File: config.mk
export PLATFORM = sky130hd
export DESIGN_NAME = spi_rd_seq
export DESIGN_NICKNAME = d
export VERILOG_FILES = /design/src/rtl/spi_rd_pkg.sv /design/src/rtl/spi_rd_ctrl.sv /design/src/rtl/spi_rd_dp.sv /design/src/rtl/spi_rd_seq.sv
export SDC_FILE = /design/constraint.sdc
export NUM_CORES = 1
export LEC_CHECK = 0
export BUFFER_PORTS_ARGS = -buffer_cell sky130_fd_sc_hd__buf_4
export CAP_MARGIN = 20
export CORE_UTILIZATION = 35
export DETAILED_ROUTE_END_ITERATION = 6
export SLEW_MARGIN = 10
export SYNTH_ARGS = -nofsm -noshare
export SYNTH_HDL_FRONTEND = slang
export SYNTH_SLANG_ARGS = --single-unit
File: constraint.sdc
create_clock -name clk -period 1.73 [get_ports clk]
set_input_delay 0 -clock clk [delete_from_list [all_inputs] [get_ports clk]]
set_output_delay 0 -clock clk [all_outputs]
set_load 0.02 [all_outputs]
File: src/rtl/spi_rd_pkg.sv
`timescale 1ns/1ps
package spi_rd_pkg;
  typedef enum logic [1:0] {ST_IDLE, ST_PRE, ST_DATA, ST_TAIL} seqState_t;

  typedef struct packed {
    logic loadTx;
    logic shiftTx;
    logic sckHigh;
    logic sckLow;
    logic sampleRx;
    logic emitByte;
    logic csLow;
    logic csHigh;
  } seqStrobe_t;
endpackage

File: src/rtl/spi_rd_ctrl.sv
`timescale 1ns/1ps
module spi_rd_ctrl
  import spi_rd_pkg::*;
#(
  parameter int CMD_W    = 8,
  parameter int ADDR_W   = 16,
  parameter int DATA_W   = 8,
  parameter int TAIL_CYC = 2
) (
  input  logic       clk,
  input  logic       rstN,
  input  logic       startPulse,
  input  logic       lastByte,
  output logic       busy,
  output seqStrobe_t strb
);
  localparam int PRE_BITS = CMD_W + ADDR_W;
  localparam int MAX_CNT  = (PRE_BITS > DATA_W) ?
                            ((PRE_BITS > TAIL_CYC) ? PRE_BITS : TAIL_CYC) :
                            ((DATA_W > TAIL_CYC) ? DATA_W : TAIL_CYC);
  localparam int CNT_W    = $clog2(MAX_CNT + 1);
  localparam logic [CNT_W-1:0] PRE_LAST  = CNT_W'(PRE_BITS - 1);
  localparam logic [CNT_W-1:0] DATA_LAST = CNT_W'(DATA_W - 1);
  localparam logic [CNT_W-1:0] TAIL_LAST = CNT_W'(TAIL_CYC - 1);

  seqState_t        state;
  logic             phase;
  logic [CNT_W-1:0] bitCnt;

  assign busy = (state != ST_IDLE);

  always_comb begin
    strb = '0;
    case (state)
      ST_IDLE: begin
        if (startPulse) begin
          strb.loadTx = 1'b1;
          strb.csLow  = 1'b1;
        end
      end
      ST_PRE: begin
        if (!phase) begin
          strb.sckHigh = 1'b1;
        end else begin
          strb.sckLow  = 1'b1;
          strb.shiftTx = 1'b1;
        end
      end
      ST_DATA: begin
        if (!phase) begin
          strb.sckHigh  = 1'b1;
          strb.sampleRx = 1'b1;
          strb.emitByte = (bitCnt == DATA_LAST);
        end else begin
          strb.sckLow = 1'b1;
          strb.csHigh = (bitCnt == DATA_LAST) && lastByte;
        end
      end
      default: ;
    endcase
  end

  always_ff @(posedge clk or negedge rstN) begin
    if (!rstN) begin
      state  <= ST_IDLE;
      phase  <= 1'b0;
      bitCnt <= '0;
    end else begin
      case (state)
        ST_IDLE: begin
          if (startPulse) begin
            state  <= ST_PRE;
            phase  <= 1'b0;
            bitCnt <= '0;
          end
        end
        ST_PRE: begin
          phase <= ~phase;
          if (phase) begin
            if (bitCnt == PRE_LAST) begin
              state  <= ST_DATA;
              bitCnt <= '0;
            end else begin
              bitCnt <= bitCnt + 1'b1;
            end
          end
        end
        ST_DATA: begin
          phase <= ~phase;
          if (phase) begin
            if (bitCnt == DATA_LAST) begin
              bitCnt <= '0;
              if (lastByte) state <= ST_TAIL;
            end else begin
              bitCnt <= bitCnt + 1'b1;
            end
          end
        end
        default: begin
          phase <= 1'b0;
          if (bitCnt == TAIL_LAST) begin
            state  <= ST_IDLE;
            bitCnt <= '0;
          end else begin
            bitCnt <= bitCnt + 1'b1;
          end
        end
      endcase
    end
  end


  busy_start_chk: assert property (@(posedge clk) disable iff (!rstN)
    $rose(busy) |-> $past(startPulse));


  busy_release_chk: assert property (@(posedge clk) disable iff (!rstN)
    $fell(busy) |-> $past(state == ST_TAIL));
endmodule

File: src/rtl/spi_rd_dp.sv
`timescale 1ns/1ps
module spi_rd_dp
  import spi_rd_pkg::*;
#(
  parameter int              CMD_W    = 8,
  parameter int              ADDR_W   = 16,
  parameter int              HI_W     = 4,
  parameter int              DATA_W   = 8,
  parameter logic [CMD_W-1:0] READ_CMD = 8'h03
) (
  input  logic              clk,
  input  logic              rstN,
  input  seqStrobe_t        strb,
  input  logic [HI_W-1:0]   addrHi,
  input  logic              misoIn,
  output logic              csN,
  output logic              sckOut,
  output logic              mosiOut,
  output logic              byteValid,
  output logic [DATA_W-1:0] byteData
);
  localparam int TX_W = CMD_W + ADDR_W;
  localparam int LO_W = ADDR_W - HI_W;

  logic [TX_W-1:0]   txShift;
  logic [DATA_W-2:0] rxShift;

  assign mosiOut = txShift[TX_W-1];

  always_ff @(posedge clk or negedge rstN) begin
    if (!rstN) begin
      txShift   <= '0;
      rxShift   <= '0;
      byteData  <= '0;
      byteValid <= 1'b0;
      sckOut    <= 1'b0;
      csN       <= 1'b1;
    end else begin
      byteValid <= strb.emitByte;
      if (strb.loadTx)       txShift <= {READ_CMD, addrHi, {LO_W{1'b0}}};
      else if (strb.shiftTx) txShift <= {txShift[TX_W-2:0], 1'b0};
      if (strb.sampleRx) rxShift  <= {rxShift[DATA_W-3:0], misoIn};
      if (strb.emitByte) byteData <= {rxShift, misoIn};
      if (strb.sckHigh)     sckOut <= 1'b1;
      else if (strb.sckLow) sckOut <= 1'b0;
      if (strb.csLow)       csN <= 1'b0;
      else if (strb.csHigh) csN <= 1'b1;
    end
  end


  valid_single_chk: assert property (@(posedge clk) disable iff (!rstN)
    byteValid |=> !byteValid);


  mosi_hold_chk: assert property (@(posedge clk) disable iff (!rstN)
    sckOut |-> $stable(mosiOut));
endmodule

File: src/rtl/spi_rd_seq.sv
`timescale 1ns/1ps
module spi_rd_seq
  import spi_rd_pkg::*;
#(
  parameter int CMD_W    = 8,
  parameter int ADDR_W   = 16,
  parameter int HI_W     = 4,
  parameter int DATA_W   = 8,
  parameter int TAIL_CYC = 2
) (
  input  logic              clk,
  input  logic              rstN,
  input  logic              startPulse,
  input  logic              lastByte,
  input  logic [HI_W-1:0]   addrHi,
  input  logic              misoIn,
  output logic              csN,
  output logic              sckOut,
  output logic              mosiOut,
  output logic              busy,
  output logic              byteValid,
  output logic [DATA_W-1:0] byteData
);
  seqStrobe_t strb;

  spi_rd_ctrl #(
    .CMD_W(CMD_W), .ADDR_W(ADDR_W), .DATA_W(DATA_W), .TAIL_CYC(TAIL_CYC)
  ) ctrl_i (
    .clk(clk), .rstN(rstN), .startPulse(startPulse), .lastByte(lastByte),
    .busy(busy), .strb(strb)
  );

  spi_rd_dp #(
    .CMD_W(CMD_W), .ADDR_W(ADDR_W), .HI_W(HI_W), .DATA_W(DATA_W),
    .READ_CMD(CMD_W'(8'h03))
  ) dp_i (
    .clk(clk), .rstN(rstN), .strb(strb), .addrHi(addrHi), .misoIn(misoIn),
    .csN(csN), .sckOut(sckOut), .mosiOut(mosiOut),
    .byteValid(byteValid), .byteData(byteData)
  );


  cs_busy_chk: assert property (@(posedge clk) disable iff (!rstN)
    !csN |-> busy);


  sck_idle_chk: assert property (@(posedge clk) disable iff (!rstN)
    csN |-> !sckOut);


  tail_busy_chk: assert property (@(posedge clk) disable iff (!rstN)
    $rose(csN) |-> busy);


  valid_cs_chk: assert property (@(posedge clk) disable iff (!rstN)
    byteValid |-> !csN);
endmodule

==> flow_metrics.py, run 1 <==
metrics = {
    "power_and_ir_drop": {
        "ir_drop_mv": 0.368,
        "powerDensity_nw_per_um2": 777,
        "p_leak_uw": 0.00116,
        "total_power_uw": 1840,
    },
    "placement": {
        "dp.cells": 265,
        "io_buffers": 21,
        "globalplace.congestion": 0.791,
        "hpwlAfterDp_um": 2230,
        "placed_area_um2": 2100,
    },
    "drt": {
        "ant_nets": 0,
        "drc": 0,
        "via_count": 1343,
        "viasPerCell": 4.76,
        "drtPass1Iterations": 4,
        "postRouteWirelength_um": 3290,
        "wl_per_cell_um": 11.7,
        "drtIter0Drc": 51,
    },
    "layout": {
        "nets": 229,
        "drive_gt1_frac": 0.377,
        "antenna_cells": 0,
        "area_growth_pct": 35.1,
        "stdcell_count": 282,
        "postLayoutCoreUtil": 0.497,
        "finalInstanceArea_um2": 2360,
    },
    "global_route": {
        "grt_usage": 0.141,
        "grt_pass1_vias": 1320,
        "grt_pass1_wl_um": 5780,
        "antenna_found_initial": 0,
        "grt_overflow": 0,
        "grt_start_max_net_pins": 39,
    },
    "timing": {
        "rsz0062_at_grt": "true",
        "worst_slew_pin_slew_ns": 0.487,
        "setup_viol": 2,
        "skew_ns": 0.00346,
        "fmax_mhz": 546,
        "layout_setup_ws_ns": -0.101,
        "period_share": 1.06,
        "finalHoldViolCount": 0,
        "fin_crit_ns": 1.83,
        "relSlewSlack": 0.675,
        "drv_slew": 0,
    },
    "flow_run": {
        "drv_cap": 0,
    },
    "synthesis": {
        "synth-seq-cells": 38,
        "synthesis.area_um2": 1750,
        "syn_inst": 164,
        "yosys.area.top_type_share": 0.529,
        "synth_edf_count": 0,
        "ys_types": 35,
        "yosys.area.top_type": "dfrtp_1",
        "synthesis.nets": 179,
        "yosysSeqAreaShare": 0.544,
        "synth_area_leaders": "dfrtp_1 (53%), mux2_2 (9.0%), nand2_1 (8.2%)",
        "post_synth.cell_area_avg_um2": 10.7,
        "ys.flop_type": "dfrtp_1",
        "synth_commonest_cells": "nand2_1 (38), dfrtp_1 (37), mux2_2 (14), nor2_1 (9), a21oi_1 (8)",
        "yosysWarnings": 0,
        "ys_async_sr_fraction": 1.00,
        "synth.most_common_cell": "nand2_1",
    },
    "die": {
        "row_count": 25,
        "ios": 22,
        "die_h_um": 72.7,
        "initial_core_util": 0.368,
        "core-area_um2": 4750,
        "dieArea_um2": 5280,
        "die_w_um": 72.7,
    },
    "clocking": {
        "clock-root-buffer": "clkbuf_8",
        "htreeDepth": 2,
        "clk_pin_slew_ns": 0.08,
        "cts_tree": "done",
        "clkLatencyLatePin_ns": 0.28,
        "clockBufferDepth": 2,
        "cts.sinks": 38,
        "cts_buffers": 5,
    },
    "setup_path": {
        "critPathLaunch": "ctrl_i.state[1]",
        "reg2reg_from": "ctrl_i.state[1]",
        "arrival_ns": 2.01,
        "r2r_slack_ns": -0.10,
        "cp-start-kind": "flip-flop",
        "cp-end-kind": "flip-flop",
        "cp.required_ns": 1.90,
        "cp_max_fo": 3,
        "cp-endpoint": "ctrl_i.state[1]",
        "r2r-end": "ctrl_i.state[1]",
        "crit_type": "flip-flop to flip-flop",
        "r2r_cells": 6,
    },
    "run_status": {
        "violations": "negative setup slack",
        "status": "finished, violations left",
    },
    "min_path": {
        "hold_path_class": "primary input to flip-flop",
    },
}
## state kept, by name, indices dropped and copies added (netlist names)
signal and count:
dp_i.byteData 8, dp_i.txShift 12, ctrl_i.state 2, dp_i.sckOut 1
dp_i.rxShift 7, dp_i.byteValid 1, ctrl_i.bitCnt 5, dp_i.csN 1
ctrl_i.phase 1
## area by class of cell
cell class / count / area [um^2]
clock buffer: 5 / 68.8
clock inverter: 3 / 68.8
fill: 463 / 2390
inverter: 7 / 26.3
multi-input combinational: 113 / 779
sequential: 38 / 952
tap: 67 / 83.8
timing repair buffer: 49 / 383
## kinds of logic after synthesis
logic type	synth area share
flip-flops	0.544
adder cells (fa/ha/maj)	0.0429
multiplexers	0.117
AO/OA/AOI/OAI	0.102
AND/OR/NAND/NOR	0.160
buffers and inverters	0.0343
## power by group
part	internal, uW	switching [uW]
Clock	578	320
Combinational	22.4	25.7
Sequential	889	0.514
## worst max-delay path, cell delays in order, from the launching register on
cell and delay, ns:
dfrtp_1 0.42, inv_2 0.08, ha_4 0.16, nor2b_4 0.12, a221o_1 0.26, or3_4 0.38
mux2_4 0.30
## worst min-delay path by stage
stage	startpoint	end	slack, ns	depth (start not counted)
floorplan	rstN	ctrl_i.bitCnt[0]	-0.30	0
finish	lastByte	dp_i.csN	0.03	3
CTS	lastByte	dp_i.csN	0.02	3
global route	lastByte	dp_i.csN	0.03	3
global placement	rstN	ctrl_i.bitCnt[1]	0.004	1
detailed placement	rstN	ctrl_i.bitCnt[1]	0.004	1
## layer usage
metal | GRT usage | wire, um | up-vias
li1 | - | - | 663
met1 | 0.175 | 1540 | 654
met2 | 0.241 | 1600 | 21
met3 | 0.0290 | 104 | 5
met4 | 0.0523 | 44 | 0
met5 | 0 | 0 | -
## cell usage in the layout, fill, tap and decap left out, types with 4 or more instances in the layout
master          n
a21oi_1         8
a31oi_1         4
buf_4          43
clkbuf_8        5
dfrtp_1        37
dlygate4sd3_1   6
inv_1           4
mux2_2         14
nand2_1        38
nand3_1         5
nor2_1          9
o211ai_1        4
## repair_timing
| action | in CTS | in global routing |
|---|---|---|
| endpoints found under the hold margin | 43 | 0 |
| gates cloned | 0 | 0 |
| setup buffers | 2 | 1 |
| pin swaps | 2 | 1 |
| hold buffers | 6 | 0 |
| resized for setup | 5 | 3 |
| endpoints found under the setup margin | 2 | 21 |
## per-stage QoR
stage               TNS (ns)  setup WS (ns)  hold slack, ns
finish                -0.146         -0.101          0.0309
global route          -0.661         -0.150          0.0332
CTS                   -0.208        -0.0845          0.0195
detailed placement    -0.146        -0.0960         0.00378
global placement     -0.0904        -0.0705         0.00393
floorplan            -0.0915        -0.0915          -0.296
(Power assumes the default switching activity.)
==> inputs of run 2 (changes only) <==
--- a/config.mk
+++ b/config.mk
@@ -7,8 +7,10 @@
 export LEC_CHECK = 0
 export BUFFER_PORTS_ARGS = -buffer_cell sky130_fd_sc_hd__buf_4
 export CAP_MARGIN = 20
-export CORE_UTILIZATION = 35
+export CORE_UTILIZATION = 51
+export CTS_CLUSTER_SIZE = 16
 export DETAILED_ROUTE_END_ITERATION = 6
+export PLACE_DENSITY = 0.74
 export SLEW_MARGIN = 10
 export SYNTH_ARGS = -nofsm -noshare
 export SYNTH_HDL_FRONTEND = slang
==> run 2 against run 1 <==
The run still ends with negative setup slack left. Global-route usage increased by 8.4 points. Wire length increased by 12%. Cell area decreased by 3.2%. Core utilization increased by 23 points. Power decreased by 22%. Worst hold slack improved by 0.034 ns. Register-to-register slack got worse by 0.04 ns. Sequential cell count unchanged. Clock skew increased by 0.0052 ns. Critical endpoint unchanged.
==> flow_metrics.py, run 2 (synthesis results as in run 1) <==
metrics = {
    "run_status": {
        "status": "finished, violations left",
        "violations": "negative setup slack",
    },
    "drt": {
        "ant_nets": 0,
        "wl_met2_um": 1880,
        "route.met3.wl_um": 137,
        "m1WireLength_um": 1530,
        "viasPerCell": 5.49,
        "wl_per_cell_um": 14.1,
        "postRouteWirelength_um": 3690,
        "drtPass1Iterations": 4,
        "via_count": 1433,
        "top_layer": "met4",
        "drc": 0,
        "drtIter0Drc": 96,
    },
    "layout": {
        "antenna_cells": 0,
        "nets": 231,
        "largest_register": "dp_i.txShift",
        "mostFrequentLayoutCell": "buf_4",
        "largest_register_ffs": 12,
        "area_growth_pct": 30.8,
        "mostFrequentLayoutCells": "buf_4 (43), nand2_1 (38), dfrtp_1 (37)",
        "drive_gt1_frac": 0.382,
        "reg.largest.list": "dp_i.txShift (12), dp_i.byteData (8), dp_i.rxShift (7)",
    },
    "setup_path": {
        "reg2reg_from": "ctrl_i.state[1]",
        "cp_max_fo": 5,
        "r2r_cells": 5,
        "r2r-end": "ctrl_i.state[1]",
        "path_cells": "buf_4, ha_4, a221o_1, or3_4, mux2_4",
        "arrival_ns": 2.12,
        "r2r_slack_ns": -0.14,
        "critical-path-slowest-cell": "dfrtp_1",
        "critPathLaunch": "ctrl_i.state[1]",
        "cp-start-kind": "flip-flop",
        "crit_type": "flip-flop to flip-flop",
        "cp-end-kind": "flip-flop",
        "cp_slowest_stage_delay_ns": 0.42,
        "cp.required_ns": 1.98,
    },
    "global_route": {
        "grt_pass1_wl_um": 5900,
        "grt_usage": 0.224,
        "antenna_found_initial": 0,
        "grt_start_max_net_pins": 39,
        "grt_pass1_vias": 1378,
        "grt_overflow": 0,
    },
    "timing": {
        "worst_slew_pin_slew_ns": 0.473,
        "skew_ns": 0.00864,
        "rsz0062_at_grt": "true",
        "period_share": 1.08,
        "finalHoldViolCount": 0,
        "setup_viol": 6,
        "fin_crit_ns": 1.87,
        "relSlewSlack": 0.685,
        "layout_setup_ws_ns": -0.138,
        "fin_setup_tns_ns": -0.408,
        "fmax_mhz": 535,
        "drv_slew": 0,
    },
    "die": {
        "die_h_um": 60.6,
        "core-area_um2": 3150,
        "dieArea_um2": 3670,
        "row_count": 20,
        "ios": 22,
        "initial_core_util": 0.555,
        "die_w_um": 60.6,
    },
    "placement": {
        "io_buffers": 21,
        "place_ws_ns": -0.126,
        "globalplace.congestion": 0.855,
        "hpwlAfterDp_um": 2350,
    },
    "min_path": {
        "worst_hold_path.endpoint": "ctrl_i.bitCnt[2]",
        "hold_depth": 3,
        "hold_path_class": "primary input to flip-flop",
        "hp-start": "startPulse",
    },
    "power_and_ir_drop": {
        "intPower_uw": 1110,
        "swShare": 0.226,
        "net-switching-power_uw": 323,
        "combPwrFrac": 0.035,
        "ir_drop_mv": 0.334,
        "p_leak_uw": 0.00112,
        "p_seq_frac": 0.621,
        "p_clk_frac": 0.343,
        "powerDensity_nw_per_um2": 626,
    },
    "clocking": {
        "clk_pin_slew_ns": 0.11,
        "cts_tree": "done",
        "clock-root-buffer": "clkbuf_4",
        "cts.sinks": 38,
        "htreeDepth": 2,
        "cts_buffers": 5,
        "clockBufferDepth": 2,
        "clkLatencyLatePin_ns": 0.35,
    },
    "flow_run": {
        "drv_cap": 0,
    },
}
==> run 2: changes by cell type in the layout (fill, tap and decap cells not counted), sizes merged <==
cell | previous run | this run
bufinv | 2 | 0
dlygate4sd3 | 6 | 7
clkinvlp | 0 | 1
clkbuf | 5 | 6
nand2 | 38 | 39
==> run 2: per-layer routing <==
| metal | vias to the layer above | GRT usage |
|---|---|---|
| met4 | 0 | 0.140 |
| met3 | 17 | 0.0490 |
| li1 | 667 | - |
| met1 | 711 | 0.268 |
| met2 | 38 | 0.370 |
| met5 | - | 0 |
==> run 2: how the worst max path moves through the flow <==
stage	end	slack [ns]	cells past startpoint
after floorplan	ctrl_i.state[1]	-0.09	6
after global placement	ctrl_i.state[1]	-0.07	6
after detailed placement	ctrl_i.state[1]	-0.13	6
after CTS	ctrl_i.state[1]	-0.10	6
after global routing	ctrl_i.state[1]	-0.17	5
final	ctrl_i.state[1]	-0.14	5
==> run 2: repair_timing <==
action	in CTS	in global routing
setup buffers	3	5
gates cloned	0	1
setup endpoints to repair	7	14
hold buffers	7	0
pin swaps	1	2
gates resized for setup	3	8
hold endpoints to repair	45	0
==> run 2: worst max-delay path: cells and delay by family, from the launching register on <==
| kind | cells | cell delay (ns) |
|---|---|---|
| fa+ha+maj | 1 | 0.17 |
| compound gates | 1 | 0.32 |
| mux | 1 | 0.30 |
| buf+inv | 1 | 0.15 |
| flops | 1 | 0.42 |
| simple gates | 1 | 0.40 |
==> run 2: through the flow <==
stage,instance area [um^2],hold WS [ns],util,cells,total power [uW]
floorplan,1760,-0.296,-,164,909
global placement,2040,-0.0216,0.646,237,943
detailed placement,2040,-0.0105,0.646,237,944
CTS,2200,0.0352,0.698,255,1440
global route,2290,0.0705,0.725,261,1480
finish,2290,0.0648,0.725,261,1430
==> run 2: final cells by class <==
cell class | count | area, um^2
repair buffers | 50 | 393
inverters | 7 | 26.3
fillers | 231 | 866
flip-flops and latches | 38 | 952
multi-input cells | 114 | 797
clock inverters | 2 | 12.5
clock buffers | 6 | 51.3
well taps | 44 | 55.1
==> run 2: power by group through the flow <==
stage | Sequential [uW] | Clock (uW) | Combinational (uW)
after detailed placement | 907 | 0 | 37.5
final | 890 | 492 | 50.3
after CTS | 890 | 504 | 50.1
after floorplan | 909 | 0 | 0.858
after global placement | 907 | 0 | 36.3
after global routing | 890 | 533 | 56.0
==> inputs of run 3 (changes only) <==
--- a/config.mk
+++ b/config.mk
@@ -11,6 +11,7 @@
 export CTS_CLUSTER_SIZE = 16
 export DETAILED_ROUTE_END_ITERATION = 6
 export PLACE_DENSITY = 0.74
+export SETUP_SLACK_MARGIN = 0.02
 export SLEW_MARGIN = 10
 export SYNTH_ARGS = -nofsm -noshare
 export SYNTH_HDL_FRONTEND = slang
==> run 3 against run 2 <==
The run still ends with negative setup slack left. Via count increased by 0.63%. Cell area increased by 0.16%. Global-route usage did not move. Clock-buffer cell count unchanged. Worst hold slack improved by 0.0019 ns. Wire length about the same. Fmax is the same. Clock skew barely moved. Sequential power hardly changed. Largest cell class unchanged.
==> flow_metrics.py, run 3 (synthesis results as in run 1) <==
metrics = {
    "setup_path": {
        "critical-path-slowest-cell": "dfrtp_1",
        "cp_slowest_stage_delay_ns": 0.42,
        "crit_type": "flip-flop to flip-flop",
        "cp.required_ns": 1.98,
        "r2r_cells": 5,
        "cp-end-kind": "flip-flop",
        "path_cells": "buf_4, ha_4, a221o_1, or3_4, mux2_4",
        "r2r_slack_ns": -0.14,
        "cp-start-kind": "flip-flop",
        "reg2reg_from": "ctrl_i.state[1]",
        "arrival_ns": 2.11,
        "cp_max_fo": 5,
        "critPathLaunch": "ctrl_i.state[1]",
        "r2r-end": "ctrl_i.state[1]",
    },
    "global_route": {
        "grt_usage": 0.224,
        "grt_pass1_vias": 1378,
        "grt_pass1_wl_um": 5900,
        "antenna_found_initial": 0,
        "grt_overflow": 0,
        "grt_start_max_net_pins": 39,
    },
    "run_status": {
        "status": "finished, violations left",
        "violations": "negative setup slack",
    },
    "timing": {
        "skew_ns": 0.00898,
        "finalHoldViolCount": 0,
        "layout_setup_ws_ns": -0.138,
        "fmax_mhz": 535,
        "worst_slew_pin_slew_ns": 0.473,
        "rsz0062_at_grt": "true",
        "drv_slew": 0,
        "fin_hold_ws_ns": 0.0666,
        "fin_crit_ns": 1.87,
        "relSlewSlack": 0.685,
        "period_share": 1.08,
        "setup_viol": 6,
    },
    "clocking": {
        "cts_tree": "done",
        "cts.sinks": 38,
        "clk_pin_slew_ns": 0.11,
        "cts_buffers": 5,
        "clockBufferDepth": 2,
        "htreeDepth": 2,
        "clock-root-buffer": "clkbuf_4",
        "clkLatencyLatePin_ns": 0.35,
    },
    "layout": {
        "stdcell_count": 261,
        "nFillCells": 228,
        "mostFrequentLayoutCell": "buf_4",
        "largest_register": "dp_i.txShift",
        "largest_register_ffs": 12,
        "mostFrequentLayoutCells": "buf_4 (42), nand2_1 (38), dfrtp_1 (37)",
        "drive_gt1_frac": 0.382,
        "nets": 231,
        "area_growth_pct": 31.0,
        "reg.largest.list": "dp_i.txShift (12), dp_i.byteData (8), dp_i.rxShift (7)",
        "antenna_cells": 0,
    },
    "placement": {
        "io_buffers": 21,
        "globalplace.congestion": 0.855,
        "hpwlAfterDp_um": 2350,
        "dp.cells": 237,
    },
    "drt": {
        "drc": 0,
        "viasPerCell": 5.52,
        "postRouteWirelength_um": 3690,
        "drtPass1Iterations": 4,
        "wl_per_cell_um": 14.2,
        "ant_nets": 0,
        "via_count": 1442,
        "drtIter0Drc": 96,
    },
    "min_path": {
        "hold_depth": 3,
        "hold_path_class": "primary input to flip-flop",
        "hp-start": "startPulse",
        "worst_hold_path.endpoint": "ctrl_i.bitCnt[2]",
    },
    "die": {
        "core-area_um2": 3150,
        "die_h_um": 60.6,
        "dieArea_um2": 3670,
        "initial_core_util": 0.555,
        "ios": 22,
        "row_count": 20,
        "die_w_um": 60.6,
    },
    "power_and_ir_drop": {
        "p_leak_uw": 0.00112,
        "ir_drop_mv": 0.333,
        "powerDensity_nw_per_um2": 625,
    },
    "flow_run": {
        "drv_cap": 0,
    },
}
[run 3: stage by stage]
step                      TNS, ns  setup WS, ns  area (um^2)  total power [uW]  utilization
final                      -0.418        -0.138         2290              1430        0.727
after detailed placement   -0.214        -0.126         2040               944        0.646
after global routing       -0.827        -0.173         2290              1480        0.727
after global placement    -0.0750       -0.0656         2040               943        0.646
after floorplan           -0.0915       -0.0915         1760               909            -
after CTS                  -0.167        -0.104         2200              1440        0.698
[run 3: cell type report]
cell class                      count  area, um^2  area share
Tap cell                           44        55.1      0.0240
Sequential cell                    38         952       0.416
Inverter                            7        26.3      0.0115
Clock inverter                      2        12.5     0.00546
Multi-Input combinational cell    114         797       0.348
Timing Repair Buffer               50         397       0.173
Clock buffer                        6        51.3      0.0224
[run 3: how the worst max path moves through the flow]
stage	endpoint	slack [ns]	cells after the start
after floorplan	ctrl_i.state[1]	-0.09	6
after global placement	ctrl_i.state[1]	-0.07	6
after detailed placement	ctrl_i.state[1]	-0.13	6
after CTS	ctrl_i.state[1]	-0.10	6
after global routing	ctrl_i.state[1]	-0.17	5
final	ctrl_i.state[1]	-0.14	5
[run 3: critical path: cells and delay by family, from the launching register on]
family          cells  cell delay (ns)
compound gates      1             0.32
flops               1             0.42
fa+ha+maj           1             0.17
mux                 1             0.30
simple gates        1             0.40
buf+inv             1             0.15
[run 3: timing repair]
action,CTS,global route
hold endpoints to repair,45,0
buffers inserted,3,5
endpoints found under the setup margin,9,18
resized for setup,3,9
hold buffers,7,0
cloned,0,1
pin swaps,1,2
[run 3: layer usage]
| layer | GRT usage | wire, um | vias to the layer above |
|---|---|---|---|
| met2 | 0.370 | 1890 | 39 |
| met1 | 0.268 | 1520 | 717 |
| li1 | - | - | 669 |
| met4 | 0.140 | 138 | 0 |
| met3 | 0.0490 | 140 | 17 |
| met5 | 0 | 0 | - |
[run 3: report_power, final]
part / internal (uW) / switching [uW]
clock: 195 / 296
sequential: 889 / 0.548
combinational: 23.9 / 26.3
total: 1110 / 323
